**config.mk**
```make
export PLATFORM = sky130hd
export DESIGN_NAME = clk_start_gate
export DESIGN_NICKNAME = d
export VERILOG_FILES = /design/src/rtl/clk_start_pkg.sv /design/src/rtl/clk_ready_track.sv /design/src/rtl/clk_edge_watchdog.sv /design/src/rtl/clk_switch_ctrl.sv /design/src/rtl/clk_start_gate.sv
export SDC_FILE = /design/constraint.sdc
export NUM_CORES = 1
export LEC_CHECK = 0
export CAP_MARGIN = 20
export CORE_MARGIN = 3
export CORE_UTILIZATION = 30
export DETAILED_ROUTE_END_ITERATION = 10
export PLACE_DENSITY = 0.56
export SLEW_MARGIN = 10
export SYNTH_ARGS = -nofsm -noshare
export SYNTH_HDL_FRONTEND = slang
export SYNTH_SLANG_ARGS = --single-unit
```
**constraint.sdc**
```tcl
create_clock -name clk -period 4.81 [get_ports clk]
set_input_delay 0.7215 -clock clk [delete_from_list [all_inputs] [get_ports clk]]
set_output_delay 0.7215 -clock clk [all_outputs]
set_load 0.01 [all_outputs]
```
**src/rtl/clk_start_pkg.sv**
```systemverilog
// Shared types for the clock start-up gate: mode codes and controller states.
package clk_start_pkg;
    typedef enum logic [1:0] {
        MODE_RC   = 2'b00,
        MODE_EXT  = 2'b01,
        MODE_XTAL = 2'b10,
        MODE_XPLL = 2'b11
    } src_mode_e;

    typedef enum logic [2:0] {
        ST_WAIT_REL,
        ST_WAIT_RDY,
        ST_HOLD_PRE,
        ST_HOLD_POST,
        ST_RUN
    } gate_state_e;
endpackage

```
**src/rtl/clk_ready_track.sv**
```systemverilog
// Tracks the readiness of the external source on the reference clock.
// It synchronises the external clock and the PLL lock, detects rising
// edges, notes the first edge, and counts edges up to OST_EDGES.
// Assumes the external clock is slower than half the reference clock.
module clk_ready_track
    import clk_start_pkg::*;
#(
    parameter int OST_EDGES = 1024
) (
    input  logic       clk,
    input  logic       rst_n,
    input  logic       clr_i,
    input  logic       ext_clk_i,
    input  logic       pll_lock_i,
    input  logic [1:0] mode_i,
    output logic       edge_o,
    output logic       ready_o
);
    localparam int CW = $clog2(OST_EDGES + 1);

    logic [2:0]    ext_sync;
    logic [1:0]    lock_sync;
    logic          started;
    logic [CW-1:0] ost_cnt;
    logic          ost_done;

    // Three-stage sampler: two stages for metastability, one for edge detection.
    always_ff @(posedge clk) begin
        if (!rst_n) begin
            ext_sync  <= '0;
            lock_sync <= '0;
        end else begin
            ext_sync  <= {ext_sync[1:0], ext_clk_i};
            lock_sync <= {lock_sync[0], pll_lock_i};
        end
    end

    assign edge_o   = ext_sync[1] & ~ext_sync[2];
    assign ost_done = (ost_cnt == CW'(OST_EDGES));

    // Start detection and saturating start-up edge counter.
    always_ff @(posedge clk) begin
        if (!rst_n || clr_i) begin
            started <= 1'b0;
            ost_cnt <= '0;
        end else if (edge_o) begin
            started <= 1'b1;
            if (!ost_done) ost_cnt <= ost_cnt + 1'b1;
        end
    end

    // Per-mode readiness.
    always_comb begin
        unique case (src_mode_e'(mode_i))
            MODE_RC:   ready_o = 1'b1;
            MODE_EXT:  ready_o = started;
            MODE_XTAL: ready_o = ost_done;
            default:   ready_o = ost_done & lock_sync[1];
        endcase
    end
endmodule

```
**src/rtl/clk_edge_watchdog.sv**
```systemverilog
// Counts reference cycles since the last external edge while enabled.
// Flags loss when the count reaches the limit. A limit of zero flags at once.
module clk_edge_watchdog #(
    parameter int LOSS_W = 16
) (
    input  logic              clk,
    input  logic              rst_n,
    input  logic              en_i,
    input  logic              edge_i,
    input  logic [LOSS_W-1:0] limit_i,
    output logic              loss_o
);
    logic [LOSS_W-1:0] gap_cnt;

    // Gap counter: cleared by an edge or when disabled, saturates at the limit.
    always_ff @(posedge clk) begin
        if (!rst_n || !en_i || edge_i) gap_cnt <= '0;
        else if (gap_cnt != limit_i)   gap_cnt <= gap_cnt + 1'b1;
    end

    assign loss_o = en_i & (gap_cnt == limit_i);
endmodule

```
**src/rtl/clk_switch_ctrl.sv**
```systemverilog
// Sequences release, fallback and return. Every change of source is
// bracketed by HOLD_CYC cycles with clock-valid low on each side.
// Assumes HOLD_CYC reference cycles cover one period of the external clock.
module clk_switch_ctrl
    import clk_start_pkg::*;
#(
    parameter int HOLD_CYC = 2
) (
    input  logic       clk,
    input  logic       rst_n,
    input  logic       rel_i,
    input  logic [1:0] mode_i,
    input  logic       fscm_en_i,
    input  logic       sw_req_i,
    input  logic       ready_i,
    input  logic       loss_i,
    output logic       sel_o,
    output logic       valid_o,
    output logic       trap_o,
    output logic       fail_o,
    output logic       clr_o,
    output logic       mon_en_o
);
    localparam int HW = $clog2(HOLD_CYC + 1);

    gate_state_e   state;
    logic          tgt;
    logic [HW-1:0] hold_cnt;
    logic          rc_mode;

    assign rc_mode = (src_mode_e'(mode_i) == MODE_RC);

    // Main sequencer.
    always_ff @(posedge clk) begin
        if (!rst_n) begin
            state    <= ST_WAIT_REL;
            sel_o    <= 1'b0;
            tgt      <= 1'b0;
            hold_cnt <= '0;
            trap_o   <= 1'b0;
            fail_o   <= 1'b0;
            clr_o    <= 1'b0;
        end else begin
            trap_o <= 1'b0;
            clr_o  <= 1'b0;
            unique case (state)
                ST_WAIT_REL: if (rel_i) begin
                    hold_cnt <= '0;
                    if (rc_mode) begin
                        tgt   <= 1'b0;
                        state <= ST_HOLD_PRE;
                    end else if (ready_i) begin
                        tgt   <= 1'b1;
                        state <= ST_HOLD_PRE;
                    end else if (fscm_en_i) begin
                        tgt    <= 1'b0;
                        trap_o <= 1'b1;
                        fail_o <= 1'b1;
                        state  <= ST_HOLD_PRE;
                    end else begin
                        state <= ST_WAIT_RDY;
                    end
                end
                ST_WAIT_RDY: if (ready_i) begin
                    tgt      <= 1'b1;
                    hold_cnt <= '0;
                    state    <= ST_HOLD_PRE;
                end
                ST_HOLD_PRE: begin
                    if (hold_cnt == HW'(HOLD_CYC - 1)) begin
                        sel_o    <= tgt;
                        hold_cnt <= '0;
                        state    <= ST_HOLD_POST;
                    end else begin
                        hold_cnt <= hold_cnt + 1'b1;
                    end
                end
                ST_HOLD_POST: begin
                    if (hold_cnt == HW'(HOLD_CYC - 1)) begin
                        hold_cnt <= '0;
                        state    <= ST_RUN;
                    end else begin
                        hold_cnt <= hold_cnt + 1'b1;
                    end
                end
                default: begin
                    if (sel_o && loss_i) begin
                        tgt      <= 1'b0;
                        trap_o   <= 1'b1;
                        fail_o   <= 1'b1;
                        clr_o    <= 1'b1;
                        hold_cnt <= '0;
                        state    <= ST_HOLD_PRE;
                    end else if (!sel_o && !rc_mode && sw_req_i && ready_i) begin
                        tgt      <= 1'b1;
                        hold_cnt <= '0;
                        state    <= ST_HOLD_PRE;
                    end
                end
            endcase
        end
    end

    assign valid_o  = (state == ST_RUN);
    assign mon_en_o = fscm_en_i & valid_o & sel_o;
endmodule

```
**src/rtl/clk_start_gate.sv**
```systemverilog
// Top level: readiness tracker, edge-loss watchdog and switch sequencer.
// Runs entirely on the internal reference clock; the external clock is data.
module clk_start_gate #(
    parameter int OST_EDGES = 1024,
    parameter int LOSS_W    = 16,
    parameter int HOLD_CYC  = 2
) (
    input  logic              clk,
    input  logic              rst_n,
    input  logic              rel_i,
    input  logic              ext_clk_i,
    input  logic              pll_lock_i,
    input  logic [1:0]        mode_i,
    input  logic              fscm_en_i,
    input  logic              sw_req_i,
    input  logic [LOSS_W-1:0] loss_limit_i,
    output logic              src_sel_o,
    output logic              clk_valid_o,
    output logic              trap_o,
    output logic              clk_fail_o
);
    logic ext_edge, src_ready, loss, clr, mon_en;

    clk_ready_track #(.OST_EDGES(OST_EDGES)) u_track (
        .clk(clk), .rst_n(rst_n), .clr_i(clr), .ext_clk_i(ext_clk_i),
        .pll_lock_i(pll_lock_i), .mode_i(mode_i),
        .edge_o(ext_edge), .ready_o(src_ready)
    );

    clk_edge_watchdog #(.LOSS_W(LOSS_W)) u_wdog (
        .clk(clk), .rst_n(rst_n), .en_i(mon_en), .edge_i(ext_edge),
        .limit_i(loss_limit_i), .loss_o(loss)
    );

    clk_switch_ctrl #(.HOLD_CYC(HOLD_CYC)) u_ctrl (
        .clk(clk), .rst_n(rst_n), .rel_i(rel_i), .mode_i(mode_i),
        .fscm_en_i(fscm_en_i), .sw_req_i(sw_req_i), .ready_i(src_ready),
        .loss_i(loss), .sel_o(src_sel_o), .valid_o(clk_valid_o),
        .trap_o(trap_o), .fail_o(clk_fail_o), .clr_o(clr), .mon_en_o(mon_en)
    );
endmodule

```
==> results.cfg, run 1 <==
[grt]
gr-usage-all-layers_pct = 11.9
antenna_found_initial = 0
grt-ovfl-total = 0
grt_pass1_vias = 1731
grt_pass1_wl_um = 8180
grt_max_degree = 19

[timing]
min_period_over_period_pct = 54.2
postLayoutSetupSlackWorst_ns = 2.20
maxClockFrequency_ghz = 0.384
fin_crit_ns = 2.61
worst_pin_slew_ns = 0.549
finalSetupViolations = 0
final-hold-violation-count = 0
rsz0062_at_grt = false
slew_viol_final = 0
finalSetupTns_ns = 0
skew_ns = 0.00659
max_slew_margin_pct = 63.1

[power]
p_int_mw = 0.509
seq_power_share_pct = 54.8
clkPwrFrac_pct = 33.7
switching_share_pct = 26.1
power.leakage_nw = 0.992
irDropWorstVdd_uv = 111
power_mw = 0.689
power_density_mw_per_mm2 = 259
p_sw_mw = 0.180
comb_power_share_pct = 11.5

[synthesis]
avgSynthCellArea_um2 = 8.68
ys_seq_area_share_pct = 39.2
netlist_area_mm2 = 0.00220
synth_top_area_cell = dfxtp_1
synthXorXnorAreaFrac_pct = 14.0
synth_compound_area_share_pct = 11.1
synth.distinct_cells = 47
synthesis.yosys.warnings = 0
ys.flop_type = dfxtp_1
ys_ff_latch = 43
synth-edff-count = 0
yosysTopAreaCellShare_pct = 39.2
synthTopCellsByArea = dfxtp_1, xor2_1, nor2_1
synthMuxAreaShare_pct = 1.42
synth-async-reset-ratio_pct = 0
synth_top_family_by_area = simple AND/OR/NAND/NOR gates
synthSimpleGateAreaFrac_pct = 30.0
synthAdderAreaFrac_pct = 1.71
synthCells = 253
syn-num-nets = 281

[cts]
cts_hold_buf = 0
h-tree-depth = 2
clockRootBuffer = clkbuf_8
cts_tree = yes
numCtsBuffers = 5
cts.repair.resized = 0
worstSkewPairLatency_ns = 0.30
clk_pin_slew_ns = 0.08
post_cts_buffers = 0
cts_buffer_depth = 2
clkSinkCount = 43

[die]
coreArea_mm2 = 0.00694
num_rows = 30
die_h_um = 91.6
start_util_pct = 31.6
die_w_um = 91.6
ios = 29
die-area_mm2 = 0.00838

[finish]
nNetsFinal = 310
diodes = 0
post-route-util_pct = 38.3
finalNonFillerCells = 379
syn2layout_area_growth_pct = 21.0
layout-drive-gt1-share_pct = 7.07

[routing]
drt_first_pass_iters = 4
wl_per_cell_um = 12.2
viasPerCell = 4.78
route.antenna.remaining_nets = 0
routed_wl_um = 4620
drt_iter0_drc = 77
drc = 0
vias = 1813

[setup_path]
crit_arrival_ns = 2.81
max_stage_delay_ns = 0.42
cp_slowest_cell = clkdlybuf4s50_1
worstSetupStartpointType = input port
cp-end-kind = flop
required_ns = 5.01
cp_cell_sequence = clkdlybuf4s50_1, xor2_1, nor4_2, nand4_4, o221a_1, nor2b_1, a2111oi_2
path_max_fanout = 18
critPathKind = in -> reg

[place]
place_ws_ns = 1.90
place.gp.congestion = 0.809
io_buffers = 28
hpwl_um = 3400
placedCellCount = 371

[min_path]
hp-class = reg -> reg

[outcome]
status = finished clean

[flow_run]
cap_violations = 0
[registers in the layout, summed over array words and instances, names as in the netlist, 2 cells and up]
register	count
u_ctrl.state	3
u_ctrl.hold_cnt	2
u_track.ext_sync	3
u_track.lock_sync	2
u_track.ost_cnt	11
u_wdog.gap_cnt	16
[logic make-up (layout without fill, tap and decap cells)]
kind of cell / count (synthesis) / in the layout
and+or+nand+nor: 118 / 118
muxes: 3 / 3
DFF: 43 / 43
AOI/OAI and AO/OA: 36 / 36
xor gates and xnor gates: 35 / 35
buffers and inverters: 15 / 45
adders and majority gates: 3 / 3
[area by class of cell]
class | instances | area (um2)
clock buffers | 6 | 72.6
clock inverters | 2 | 12.5
fillers | 713 | 4290
inverters | 9 | 33.8
multi-input cells | 195 | 1280
flip-flops and latches | 43 | 861
well taps | 96 | 120
repair buffers | 28 | 280
[power groups by stage]
stage | registers (mW) | clock network, mW | logic, mW
floorplan | 0.379 | 0 | 0.0520
global placement | 0.386 | 0 | 0.0797
detailed placement | 0.386 | 0 | 0.0797
CTS | 0.377 | 0.239 | 0.0802
global route | 0.380 | 0.257 | 0.0878
finish | 0.378 | 0.232 | 0.0793
[through the flow]
stage / hold WS, ns / area [um2]
after detailed placement: 0.423 / 2570
after CTS: 0.444 / 2660
after floorplan: 0.412 / 2200
after global routing: 0.476 / 2660
final: 0.441 / 2660
after global placement: 0.418 / 2570
[synthesized netlist by cell type (all sizes together) (3+ instances only)]
cell     n
a21oi   11
and2     7
and3     9
clkbuf   4
dfxtp   43
ha       3
inv      9
nand2   18
nand3    7
nand4   10
nor2    43
nor3     4
nor4     6
o211ai   3
o21ai    7
o31ai    3
or3      4
xnor2    3
xor2    32
[per-layer routing]
metal,routed length (um),GRT usage (%)
met4,83,4.90
met1,2350,16.1
met5,0,0
met3,147,2.40
met2,2040,18.5
[critical path, delay by kind of cell]
kind | cells | cell delay [ns]
and+or+nand+nor | 3 | 0.85
AOI/OAI and AO/OA | 2 | 0.65
buffers and inverters | 1 | 0.42
xor gates and xnor gates | 1 | 0.15
[layout by cell type, fill, tap and decap left out, drive strengths merged, types with 2 or more instances in the layout]
| cell | instances |
|---|---|
| or4 | 2 |
| nor4 | 6 |
| inv | 9 |
| o21ai | 7 |
| nand2 | 18 |
| ha | 3 |
| o211ai | 3 |
| nand4 | 10 |
| nor2 | 43 |
| xor2 | 32 |
| and2 | 7 |
| nand3 | 7 |
| nand2b | 2 |
| nor2b | 2 |
| and3 | 9 |
| xnor2 | 3 |
| o22ai | 2 |
| mux2i | 2 |
| o31ai | 3 |
| o221a | 2 |
| clkbuf | 6 |
| clkdlybuf4s50 | 28 |
| a21oi | 11 |
| nor3 | 4 |
| dfxtp | 43 |
| or3 | 4 |
[final timing paths]
| check | to | slack (ns) | cells after the start | startpoint |
|---|---|---|---|---|
| setup / recovery | u_ctrl.state[1]$_SDFFE_PN0P_ | 2.20 | 7 | loss_limit_i[5] |
| setup reg to reg | u_ctrl.tgt$_SDFFE_PN0P_ | 2.62 | 6 | u_track.ost_cnt[6]$_SDFFE_PP0P_ |
| hold reg to reg | u_track.lock_sync[1]$_SDFF_PN0_ | 0.44 | 1 | u_track.lock_sync[0]$_SDFF_PN0_ |
| hold / removal | u_track.lock_sync[1]$_SDFF_PN0_ | 0.44 | 1 | u_track.lock_sync[0]$_SDFF_PN0_ |
Note: power is estimated with default switching activity, not from simulation.
==> run 2, diff against run 1 <==
==> constraint.sdc (replaced) <==
create_clock -name clk -period 2.65 [get_ports clk]
set_input_delay 0.3975 -clock clk [delete_from_list [all_inputs] [get_ports clk]]
set_output_delay 0.3975 -clock clk [all_outputs]
set_load 0.01 [all_outputs]
==> run 2 against run 1 <==
Non-clock buffer count grew 3. Largest cell class unchanged. First-iteration DRC count grew 44%. Worst hold slack gained 0.0012 ns. Clock skew shrank 0.0018 ns. Power grew 96%. Via count grew 0.88%. Global-route usage grew 0.15 points. Cell area grew 1.9%. Critical endpoint is now clk_valid_o. Utilization grew 0.72 points.
==> results.cfg, run 2 (same netlist as run 1, synthesis figures left out) <==
[outcome]
status = finished clean

[place]
place.gp.congestion = 0.860
io_buffers = 28
hpwl_um = 3560
placedCellCount = 374

[cts]
clk_pin_slew_ns = 0.09
cts_hold_buf = 0
cts_buffer_depth = 2
clockRootBuffer = clkbuf_8
clkSinkCount = 43
cts_tree = yes
numCtsBuffers = 5
h-tree-depth = 2
post_cts_buffers = 0
cts.repair.resized = 0
worstSkewPairLatency_ns = 0.30

[timing]
worst_pin_slew_ns = 0.559
min_period_over_period_pct = 81.0
maxClockFrequency_ghz = 0.466
max_slew_margin_pct = 62.5
fin_crit_ns = 2.15
finalSetupViolations = 0
finalSetupTns_ns = 0
slew_viol_final = 0
final-hold-violation-count = 0
skew_ns = 0.00481
rsz0062_at_grt = false

[routing]
drc = 0
wl_per_cell_um = 12.5
route.antenna.remaining_nets = 0
vias = 1829
drt_iter0_drc = 111
viasPerCell = 4.79
drt_first_pass_iters = 4
routed_wl_um = 4770

[power]
irDropWorstVdd_uv = 225
power_density_mw_per_mm2 = 499
power.leakage_nw = 1.02

[grt]
antenna_found_initial = 0
grt-ovfl-total = 0
gr-usage-all-layers_pct = 12.1
grt_max_degree = 18
grt_pass1_vias = 1745
grt_pass1_wl_um = 8200

[flow_run]
cap_violations = 0

[setup_path]
crit_arrival_ns = 1.75
worstSetupStartpointType = flop
path_max_fanout = 7
cp-end-kind = output port
critPathKind = reg -> out
required_ns = 2.25

[die]
num_rows = 30
die-area_mm2 = 0.00838
die_w_um = 91.6
ios = 29
die_h_um = 91.6
start_util_pct = 31.6
coreArea_mm2 = 0.00694

[finish]
largest_reg_flops = 16
final_cell_mix = nor2_1, dfxtp_1, xor2_1
diodes = 0
top_regs = u_wdog.gap_cnt (16), u_track.ost_cnt (11)
layout-drive-gt1-share_pct = 8.39
nNetsFinal = 313
syn2layout_area_growth_pct = 23.2
finalNonFillerCells = 382
largest-register = u_wdog.gap_cnt

[min_path]
hp-class = reg -> reg
==> run 2: cell type report <==
| type | instances | area (um2) |
|---|---|---|
| fill | 726 | 4240 |
| multi-input combinational | 195 | 1280 |
| sequential | 43 | 861 |
| timing repair buffer | 31 | 303 |
| tap | 96 | 120 |
| clock buffer | 5 | 68.8 |
| clock inverter | 3 | 43.8 |
| inverter | 9 | 33.8 |
==> run 2: report_power, final <==
| group | leakage (nW) | internal [mW] | switching, mW |
|---|---|---|---|
| sequential | 0.348 | 0.661 | 0.0250 |
| clock | 0.0581 | 0.281 | 0.237 |
| combinational | 0.616 | 0.0806 | 0.0660 |
| total | 1.02 | 1.02 | 0.327 |
==> run 2: metrics by stage <==
step / util, % / total power [mW] / instance area, um2 / hold WS (ns) / worst slack, ns
finish: 39.0 / 1.35 / 2710 / 0.442 / 0.504
global route: 39.0 / 1.41 / 2710 / 0.460 / 0.382
CTS: 39.0 / 1.37 / 2710 / 0.445 / 0.476
detailed placement: 37.4 / 0.848 / 2590 / 0.420 / 0.236
global placement: 37.4 / 0.848 / 2590 / 0.418 / 0.282
floorplan: - / 0.783 / 2200 / 0.412 / 0.792
==> run 2: final timing paths <==
check                                                startpoint  slack, ns                        endpoint  depth (start not counted)
worst max register to register  u_track.ost_cnt[2]$_SDFFE_PP0P_       0.61    u_ctrl.state[1]$_SDFFE_PN0P_                          5
worst min register to register   u_track.ext_sync[0]$_SDFF_PN0_       0.44  u_track.ext_sync[1]$_SDFF_PN0_                          1
worst max-delay path               u_ctrl.state[2]$_SDFFE_PN0P_       0.50                     clk_valid_o                          3
worst min-delay path             u_track.ext_sync[0]$_SDFF_PN0_       0.44  u_track.ext_sync[1]$_SDFF_PN0_                          1
==> run 2: per-layer routing <==
metal	vias up	GRT usage, %	wire length, um
met2	28	18.7	2200
met5	-	0	0
met4	0	5.03	100
met1	844	16.0	2300
met3	7	2.98	169
li1	950	-	-
==> run 2: worst max-delay path, cell delays in order, from the launching register on <==
cell and delay, ns:
dfxtp_1 0.48, inv_2 0.14, nor3_4 0.26, clkdlybuf4s50_1 0.57
==> run 3, diff against run 2 <==
==> constraint.sdc (replaced) <==
create_clock -name clk -period 2 [get_ports clk]
set_input_delay 0.3 -clock clk [delete_from_list [all_inputs] [get_ports clk]]
set_output_delay 0.3 -clock clk [all_outputs]
set_load 0.01 [all_outputs]
==> run 3 against run 2 <==
Sequential power is 30% higher. Cell area is 8.8% higher. Non-clock buffer count is 26 higher. Die area stayed put. Power is 23% higher.
==> results.cfg, run 3 (same netlist as run 1, synthesis figures left out) <==
[place]
placedCellCount = 399
io_buffers = 28
place.gp.congestion = 0.820
hpwl_um = 3740

[cts]
cts_buffer_depth = 2
worstSkewPairLatency_ns = 0.29
clkSinkCount = 43
numCtsBuffers = 5
cts_hold_buf = 0
clockRootBuffer = clkbuf_8
clk_pin_slew_ns = 0.08
cts_tree = yes
h-tree-depth = 2

[grt]
use_met1_pct = 16.2
grt_util_met3_pct = 3.15
globalRouteMet2Util_pct = 19.4
grt_max_degree = 14
antenna_found_initial = 0
grt-ovfl-total = 0
grt_pass1_wl_um = 8340
grt_pass1_vias = 1776
grt_busiest_layer = met2
gr-usage-all-layers_pct = 12.3

[finish]
top_regs = u_wdog.gap_cnt (16), u_track.ost_cnt (11)
layout_commonest_cell = nor2_1
largest_reg_flops = 16
finalNonFillerCells = 408
syn2layout_area_growth_pct = 34.1
final_cell_mix = nor2_1, dfxtp_1, xor2_1
fillers = 703
nNetsFinal = 339
post-route-util_pct = 42.4
layout-drive-gt1-share_pct = 18.3
largest-register = u_wdog.gap_cnt
diodes = 0

[timing]
worst_pin_slew_ns = 0.459
slew_viol_final = 0
final-hold-violation-count = 0
maxClockFrequency_ghz = 0.522
finalSetupViolations = 0
skew_ns = 0.00690
fin_crit_ns = 1.92
finalSetupTns_ns = 0
max_slew_margin_pct = 69.3
fin_hold_ws_ns = 0.442
rsz0062_at_grt = true
min_period_over_period_pct = 95.8

[die]
die_h_um = 91.6
die_w_um = 91.6
coreArea_mm2 = 0.00694
start_util_pct = 31.6
num_rows = 30
die-area_mm2 = 0.00838
ios = 29

[setup_path]
required_ns = 2.20
path_max_fanout = 3
cp_slowest_cell = clkdlybuf4s50_1
worstSetupStartpointType = input port
crit_arrival_ns = 2.11
critPathKind = in -> reg
max_stage_delay_ns = 0.42
cp_cell_sequence = clkdlybuf4s50_1, xor2_1, nor4_4, nand4_4, o221a_1, nor2b_4, a2111oi_4
cp-end-kind = flop

[min_path]
hp-class = reg -> reg

[power]
power.leakage_nw = 1.19
power_density_mw_per_mm2 = 565
switching_share_pct = 25.2
power_mw = 1.66
seq_power_share_pct = 53.5
irDropWorstVdd_uv = 298
p_sw_mw = 0.419
comb_power_share_pct = 14.5
clkPwrFrac_pct = 32.0
p_int_mw = 1.24

[flow_run]
cap_violations = 0

[routing]
wl_per_cell_um = 12.1
route.antenna.remaining_nets = 0
drt_first_pass_iters = 4
routed_wl_um = 4930
viasPerCell = 4.63
vias = 1887
drt_iter0_drc = 49
drc = 0

[outcome]
status = finished clean
-- run 3: power groups by stage --
stage	registers [mW]	clock network, mW	logic [mW]
after detailed placement	0.913	0	0.229
final	0.891	0.533	0.240
after global routing	0.894	0.596	0.265
after floorplan	0.912	0	0.125
after CTS	0.892	0.563	0.231
after global placement	0.912	0	0.229
-- run 3: path summary, 6_finish.rpt --
| path | start | endpoint | slack [ns] | depth (start not counted) |
|---|---|---|---|---|
| min reg2reg | u_track.ext_sync[0]$_SDFF_PN0_ | u_track.ext_sync[1]$_SDFF_PN0_ | 0.44 | 1 |
| min | u_track.ext_sync[0]$_SDFF_PN0_ | u_track.ext_sync[1]$_SDFF_PN0_ | 0.44 | 1 |
| max reg2reg | u_track.ost_cnt[7]$_SDFFE_PP0P_ | u_ctrl.state[1]$_SDFFE_PN0P_ | 0.11 | 7 |
| max | loss_limit_i[14] | u_ctrl.state[1]$_SDFFE_PN0P_ | 0.08 | 7 |
-- run 3: stage by stage --
stage               setup WS, ns  instance area, um2
global placement          -0.254                2780
CTS                       0.0645                2860
finish                    0.0844                2950
detailed placement        -0.248                2780
floorplan                  0.200                2200
global route             -0.0183                2950
-- run 3: cell type report --
class	instances	area (um2)	area share, %
multi-input combinational	195	1330	45.2
sequential	43	868	29.5
timing repair buffer	57	510	17.3
tap	96	120	4.08
clock buffer	7	76.3	2.59
inverter	9	33.8	1.15
clock inverter	1	5.00	0.170
-- run 3: critical path: cells and delay by family --
kind	cells	cell delay, ns
AND/OR/NAND/NOR	3	0.63
buffers and inverters	1	0.42
AO/OA/AOI/OAI	2	0.60
XOR/XNOR	1	0.17
-- run 3: repair_timing --
item                                    CTS  global route
endpoints found under the hold margin     0             0
gates resized for setup                   0            18
endpoints found under the setup margin    0             5
setup buffers                             0             1
-- run 3: metal layers --
metal | wire length [um] | share of wire, %
met4 | 52 | 1.1
met2 | 2310 | 47
met3 | 169 | 3.4
met1 | 2400 | 49
met5 | 0 | 0
